File: config.mk
export PLATFORM = sky130hd
export DESIGN_NAME = bififo_ptr_unit
export DESIGN_NICKNAME = d
export VERILOG_FILES = /design/src/rtl/fifo_ptr_pkg.sv /design/src/rtl/ptr_cmd_decode.sv /design/src/rtl/dir_ptrs.sv /design/src/rtl/bififo_ptr_unit.sv
export SDC_FILE = /design/constraint.sdc
export NUM_CORES = 1
export LEC_CHECK = 0
export BUFFER_PORTS_ARGS = -buffer_cell sky130_fd_sc_hd__buf_2
export CAP_MARGIN = 20
export CORE_MARGIN = 2
export CORE_UTILIZATION = 30
export CTS_BUF_LIST = sky130_fd_sc_hd__clkbuf_2
export CTS_CLUSTER_DIAMETER = 30
export CTS_CLUSTER_SIZE = 12
export DETAILED_ROUTE_END_ITERATION = 6
export PLACE_DENSITY = 0.47
export SETUP_SLACK_MARGIN = 0.1
export SLEW_MARGIN = 40
export SYNTH_ARGS = -nofsm -noshare
export SYNTH_HDL_FRONTEND = slang
export SYNTH_SLANG_ARGS = --single-unit
File: constraint.sdc
create_clock -name clk -period 6.1 [get_ports clk]
set_clock_uncertainty 0.2 [all_clocks]
set_input_delay 0.305 -clock clk [delete_from_list [all_inputs] [get_ports clk]]
set_output_delay 0.305 -clock clk [all_outputs]
set_load 0.01 [all_outputs]
File: src/rtl/fifo_ptr_pkg.sv
package fifo_ptr_pkg;

    localparam int N_DIR  = 2;
    localparam int DIR_AB = 0;
    localparam int DIR_BA = 1;

    typedef enum logic [3:0] {
        OP_NONE       = 4'h0,
        OP_CLR_BA     = 4'h1,
        OP_CLR_AB     = 4'h2,
        OP_CLR_ALL    = 4'h3,
        OP_MARK_AB_RD = 4'h4,
        OP_MARK_BA_WR = 4'h5,
        OP_BACK_AB_RD = 4'h6,
        OP_BACK_BA_WR = 4'h7,
        OP_STEP_AB_RD = 4'h8,
        OP_STEP_BA_WR = 4'h9
    } ptr_op_e;

    // Per-direction control strobes after command decode
    typedef struct packed {
        logic push;
        logic pop;
        logic clr;
        logic mark;
        logic back;
        logic step;
    } dir_ctl_t;

    function automatic dir_ctl_t decode_dir(input logic [3:0] op,
                                            input logic       is_ba,
                                            input logic       push,
                                            input logic       pop);
        dir_ctl_t c;
        c.push = push;
        c.pop  = pop;
        if (is_ba) begin
            c.clr  = (op == OP_CLR_BA) || (op == OP_CLR_ALL);
            c.mark = (op == OP_MARK_BA_WR);
            c.back = (op == OP_BACK_BA_WR);
            c.step = (op == OP_STEP_BA_WR);
        end else begin
            c.clr  = (op == OP_CLR_AB) || (op == OP_CLR_ALL);
            c.mark = (op == OP_MARK_AB_RD);
            c.back = (op == OP_BACK_AB_RD);
            c.step = (op == OP_STEP_AB_RD);
        end
        return c;
    endfunction

endpackage

File: src/rtl/ptr_cmd_decode.sv
module ptr_cmd_decode
    import fifo_ptr_pkg::*;
(
    input  logic [3:0]                  cmd_op,
    input  logic [N_DIR-1:0]            push,
    input  logic [N_DIR-1:0]            pop,
    output dir_ctl_t [N_DIR-1:0]        ctl
);

    for (genvar d = 0; d < N_DIR; d++) begin : g_dir
        assign ctl[d] = decode_dir(cmd_op, (d == DIR_BA), push[d], pop[d]);
    end

endmodule

File: src/rtl/dir_ptrs.sv
module dir_ptrs
    import fifo_ptr_pkg::*;
#(
    parameter int DEPTH   = 512,
    parameter bit MARK_WR = 1'b0   // 1: mark tracks write pointer, 0: read pointer
) (
    input  logic                         clk,
    input  logic                         rst,
    input  dir_ctl_t                     ctl,
    output logic [$clog2(DEPTH)-1:0]     wr_addr,
    output logic [$clog2(DEPTH)-1:0]     rd_addr,
    output logic                         empty,
    output logic                         full
);

    localparam int AW = $clog2(DEPTH);
    localparam int PW = AW + 1;

    logic [PW-1:0] wr_q, rd_q, mark_q;
    logic [PW-1:0] mark_src;
    logic          wr_adv, rd_adv, wr_back, rd_back;

    assign empty = (wr_q == rd_q);
    assign full  = (wr_q[AW] != rd_q[AW]) && (wr_q[AW-1:0] == rd_q[AW-1:0]);

    if (MARK_WR) begin : g_mark_wr
        assign mark_src = wr_q;
        assign wr_adv   = (ctl.push || ctl.step) && !full;
        assign rd_adv   = ctl.pop && !empty;
        assign wr_back  = ctl.back;
        assign rd_back  = 1'b0;
    end else begin : g_mark_rd
        assign mark_src = rd_q;
        assign wr_adv   = ctl.push && !full;
        assign rd_adv   = (ctl.pop || ctl.step) && !empty;
        assign wr_back  = 1'b0;
        assign rd_back  = ctl.back;
    end

    always_ff @(posedge clk) begin
        if (rst || ctl.clr) begin
            wr_q   <= '0;
            rd_q   <= '0;
            mark_q <= '0;
        end else begin
            if (wr_back)     wr_q <= mark_q;
            else if (wr_adv) wr_q <= wr_q + PW'(1);
            if (rd_back)     rd_q <= mark_q;
            else if (rd_adv) rd_q <= rd_q + PW'(1);
            if (ctl.mark)    mark_q <= mark_src;
        end
    end

    assign wr_addr = wr_q[AW-1:0];
    assign rd_addr = rd_q[AW-1:0];

endmodule

File: src/rtl/bififo_ptr_unit.sv
module bififo_ptr_unit
    import fifo_ptr_pkg::*;
#(
    parameter int DEPTH = 512
) (
    input  logic                      clk,
    input  logic                      rst,
    input  logic                      ab_push,
    input  logic                      ab_pop,
    input  logic                      ba_push,
    input  logic                      ba_pop,
    input  logic [3:0]                cmd_op,
    output logic [$clog2(DEPTH)-1:0]  ab_wr_addr,
    output logic [$clog2(DEPTH)-1:0]  ab_rd_addr,
    output logic                      ab_empty,
    output logic                      ab_full,
    output logic [$clog2(DEPTH)-1:0]  ba_wr_addr,
    output logic [$clog2(DEPTH)-1:0]  ba_rd_addr,
    output logic                      ba_empty,
    output logic                      ba_full
);

    localparam int AW = $clog2(DEPTH);

    dir_ctl_t [N_DIR-1:0] ctl;
    logic [N_DIR-1:0]     push_v, pop_v;
    logic [AW-1:0]        wa [N_DIR];
    logic [AW-1:0]        ra [N_DIR];
    logic [N_DIR-1:0]     emp, ful;

    assign push_v[DIR_AB] = ab_push;
    assign push_v[DIR_BA] = ba_push;
    assign pop_v[DIR_AB]  = ab_pop;
    assign pop_v[DIR_BA]  = ba_pop;

    ptr_cmd_decode u_dec (
        .cmd_op (cmd_op),
        .push   (push_v),
        .pop    (pop_v),
        .ctl    (ctl)
    );

    for (genvar d = 0; d < N_DIR; d++) begin : g_dir
        dir_ptrs #(
            .DEPTH   (DEPTH),
            .MARK_WR (d == DIR_BA)
        ) u_ptrs (
            .clk     (clk),
            .rst     (rst),
            .ctl     (ctl[d]),
            .wr_addr (wa[d]),
            .rd_addr (ra[d]),
            .empty   (emp[d]),
            .full    (ful[d])
        );
    end

    assign ab_wr_addr = wa[DIR_AB];
    assign ab_rd_addr = ra[DIR_AB];
    assign ab_empty   = emp[DIR_AB];
    assign ab_full    = ful[DIR_AB];
    assign ba_wr_addr = wa[DIR_BA];
    assign ba_rd_addr = ra[DIR_BA];
    assign ba_empty   = emp[DIR_BA];
    assign ba_full    = ful[DIR_BA];

endmodule

==> impl_metrics.csv <==
group,metric,value,unit
global_route,grt_max_degree,24,
final_layout,seq_area,1201,µm²
timing,finalHoldViolCount,0,
pwr,p_leak,0.001424,µW
clocking,root_buffer,"clkbuf_2",
route,wl,7838,µm
route,drtIter0Drc,139,
yosys,syn_area,3387,µm²
global_route,met2_usage,0.2419,
clocking,cts_num_sinks,60,
yosys,synth-edff-count,0,
setup_path,r2r_cells,6,
timing,period_share,0.4128,
final_layout,multi_input_area,1788,µm²
clocking,cts_resized,0,
timing,setup_viol,0,
route,dr.pass1.iters,4,
yosys,syn-num-nets,427,
worst_hold_path,min_from,"ba_push",
route,ant_nets,0,
route,via_count,2749,
timing,rsz0062_at_grt,"false",
worst_hold_path,whs_path_depth,5,
pwr,p_total,746.1,µW
route,drc,0,
final_layout,n_antenna_cell,0,
yosys,synthArstFlopShare,0,
clocking,cts_tree,"built",
route,wl_per_cell,13.80,µm
setup_path,critPathLaunch,"g_dir[1].u_ptrs.rd_q[4]",
floorplanning,die_area,12160,µm²
floorplanning,rows,38,
timing,tightest_slew,780.1,ps
placed_design,gp_congestion,0.7716,
clocking,clk_path_buf_depth,2,
setup_path,crit_buf_inv,1,
setup_path,end_kind,"primary output",
global_route,top_usage_layer,"met2",
global_route,grtUsageMet1,0.1638,
setup_path,critPathLaunchType,"flop",
global_route,antenna_found_initial,0,
floorplanning,core,10940,µm²
setup_path,path_class,"reg2out",
setup_path,arrival,2010,ps
status,status,"completed",
yosys,yosys.area.top_type,"dfxtp_1",
yosys,ys_seq_area_frac,0.3546,
timing,slew_headroom,0.4799,
clocking,clk_latency,510,ps
worst_hold_path,worstHoldPathType,"in2reg",
yosys,syn_inst,413,
setup_path,r2r-start,"g_dir[1].u_ptrs.rd_q[4]",
yosys,synth.avg_cell_area,8.201,µm²
timing,fin_ws,3582,ps
placed_design,dp_hpwl,5518,µm
route,via_per_inst,4.840,
timing,tns,0,ps
setup_path,critPathSlowestCell,"dfxtp_1",
yosys,ys_seq_elements,60,
pwr,power.density,210.2,nW/µm²
yosys,synth_top_area_share,0.3546,
final_layout,fin_nets,438,
global_route,grt_util_met3,0.04056,
flow_run,drv_cap,0,
timing,fin_crit,2518,ps
setup_path,crit_path_max_fanout,6,
global_route,grt_pass1_wl,13060,µm
clocking,h-tree-depth,3,
final_layout,area_growth,4.802,%
yosys,ys_warn_count,0,
yosys,yosys.cell_types.count,51,
setup_path,cp_top_family,"simple AND/OR/NAND/NOR gates",
timing,slew_viol_final,0,
placed_design,pre_cts_ws,3487,ps
final_layout,drive_above_1_share,0.1893,
final_layout,nFillCells,1205,
placed_design,port_buffers,49,
global_route,grt_pass1_vias,2635,
yosys,yosys-top-cells-area,"dfxtp_1 35%, buf_4 8.0%, xnor2_1 7.8%",
setup_path,crit_path_cell_trace,"xor2_1 > nor4_2 > and3_2 > buf_2",
floorplanning,chipWidth,110.3,µm
yosys,synth_ff_type,"dfxtp_1",
floorplanning,die_h,110.3,µm
pwr,vdd_drop_max,108.7,µV
setup_path,path_depth,4,
clocking,clk_pin_slew,180,ps
clocking,cts_made_buffers,9,
global_route,overflow,0,
setup_path,worst_ep_required_time,5590,ps
setup_path,slowest_delay,520,ps
floorplanning,start_util,0.3097,
timing,fmax,0.3972,GHz
global_route,grt_usage,0.1404,
floorplanning,pin_count,50,
## flip-flops by register name (all words and copies together) (netlist names)
name	count
g_dir.u_ptrs.mark_q	20
g_dir.u_ptrs.mark_src	20
g_dir.u_ptrs.rd_q	10
g_dir.u_ptrs.wr_q	10
## power breakdown
part,leakage [µW],internal (µW),switching [µW]
logic,0.000883,52.3,74.8
registers,0.000485,402,19.7
clock network,0.0000566,51.0,146
total,0.00142,506,241
## logic make-up after synthesis
kind of cell | synth area share
compound gates | 0.1474
xor+xnor | 0.1215
fa+ha+maj | 0.01478
mux | 0.008866
buf+inv | 0.1178
flops | 0.3546
simple gates | 0.2350
## synthesized netlist by cell type (4+ instances only)
cell type / number
nor3_1: 10
nand3_1: 20
inv_1: 8
xnor2_1: 30
buf_6: 4
or3_1: 6
o21ai_0: 18
a21o_1: 4
buf_2: 4
dfxtp_1: 60
xor2_1: 17
nor4_2: 4
nand4_1: 6
clkbuf_1: 7
nand2_1: 56
and3_1: 5
ha_1: 4
nor2_1: 29
buf_4: 36
a21oi_1: 39
nor4_1: 4
## placed cells by master (no fill, tap or decap), types with 3 or more instances in the layout
cell and n:
dfxtp_1 60, nand2_1 56, buf_2 49, a21oi_1 39
xnor2_1 30, nor2_1 29, nand3_1 20, o21ai_0 18
xor2_1 17, clkbuf_2 11, nor3_1 10, inv_1 8
nand4_1 6, or3_1 6, and3_1 5, nor4_2 4
nor4_1 4, ha_1 4, and3_2 3, a21o_1 3
mux2i_1 3, a211o_1 3, and2_1 3, dlygate4sd3_1 3
## cell type report
cell class | count | area share
Sequential cell | 60 | 0.3384
Clock buffer | 11 | 0.01551
Tap cell | 140 | 0.04935
Clock inverter | 4 | 0.004935
Inverter | 8 | 0.008460
Timing Repair Buffer | 53 | 0.07966
Multi-Input combinational cell | 292 | 0.5037
## layer usage
metal  up-vias  share of wire  wire [µm]
met5         -              0          0
met4         0          0.016        124
met3        11          0.045        354
met2        53           0.49       3828
met1      1275           0.45       3530
li1       1410              -          -
## worst min-delay path: cells and delay by family
| family | cells | cell delay, ps |
|---|---|---|
| AOI/OAI and AO/OA | 2 | 110 |
| xor gates and xnor gates | 1 | 130 |
| and+or+nand+nor | 1 | 110 |
| buffers and inverters | 1 | 110 |
## metrics by stage
step | std cells | hold WS [ps] | cell area (µm²) | utilization
global route | 568 | 89.98 | 3550 | 0.3246
CTS | 568 | 60.81 | 3548 | 0.3245
global placement | 550 | 240.4 | 3446 | 0.3151
finish | 568 | 97.38 | 3550 | 0.3246
floorplan | 413 | 231.7 | 3387 | -
detailed placement | 550 | 244.1 | 3446 | 0.3151
## path summary, 6_finish.rpt
path | endpoint | slack (ps)
setup / recovery | ba_empty | 3580
hold / removal | g_dir[1].u_ptrs.mark_src[0] | 100
setup reg to reg | g_dir[1].u_ptrs.mark_src[6] | 3770
hold reg to reg | g_dir[0].u_ptrs.mark_q[8] | 260
## timing repair
| item | 4_1_cts | 5_1_grt |
|---|---|---|
| hold buffers | 3 | 0 |
| setup endpoints to repair | 0 | 0 |
| buffers inserted | 0 | 0 |
| endpoints found under the hold margin | 3 | 0 |
Power figures use the tool's default switching activity.
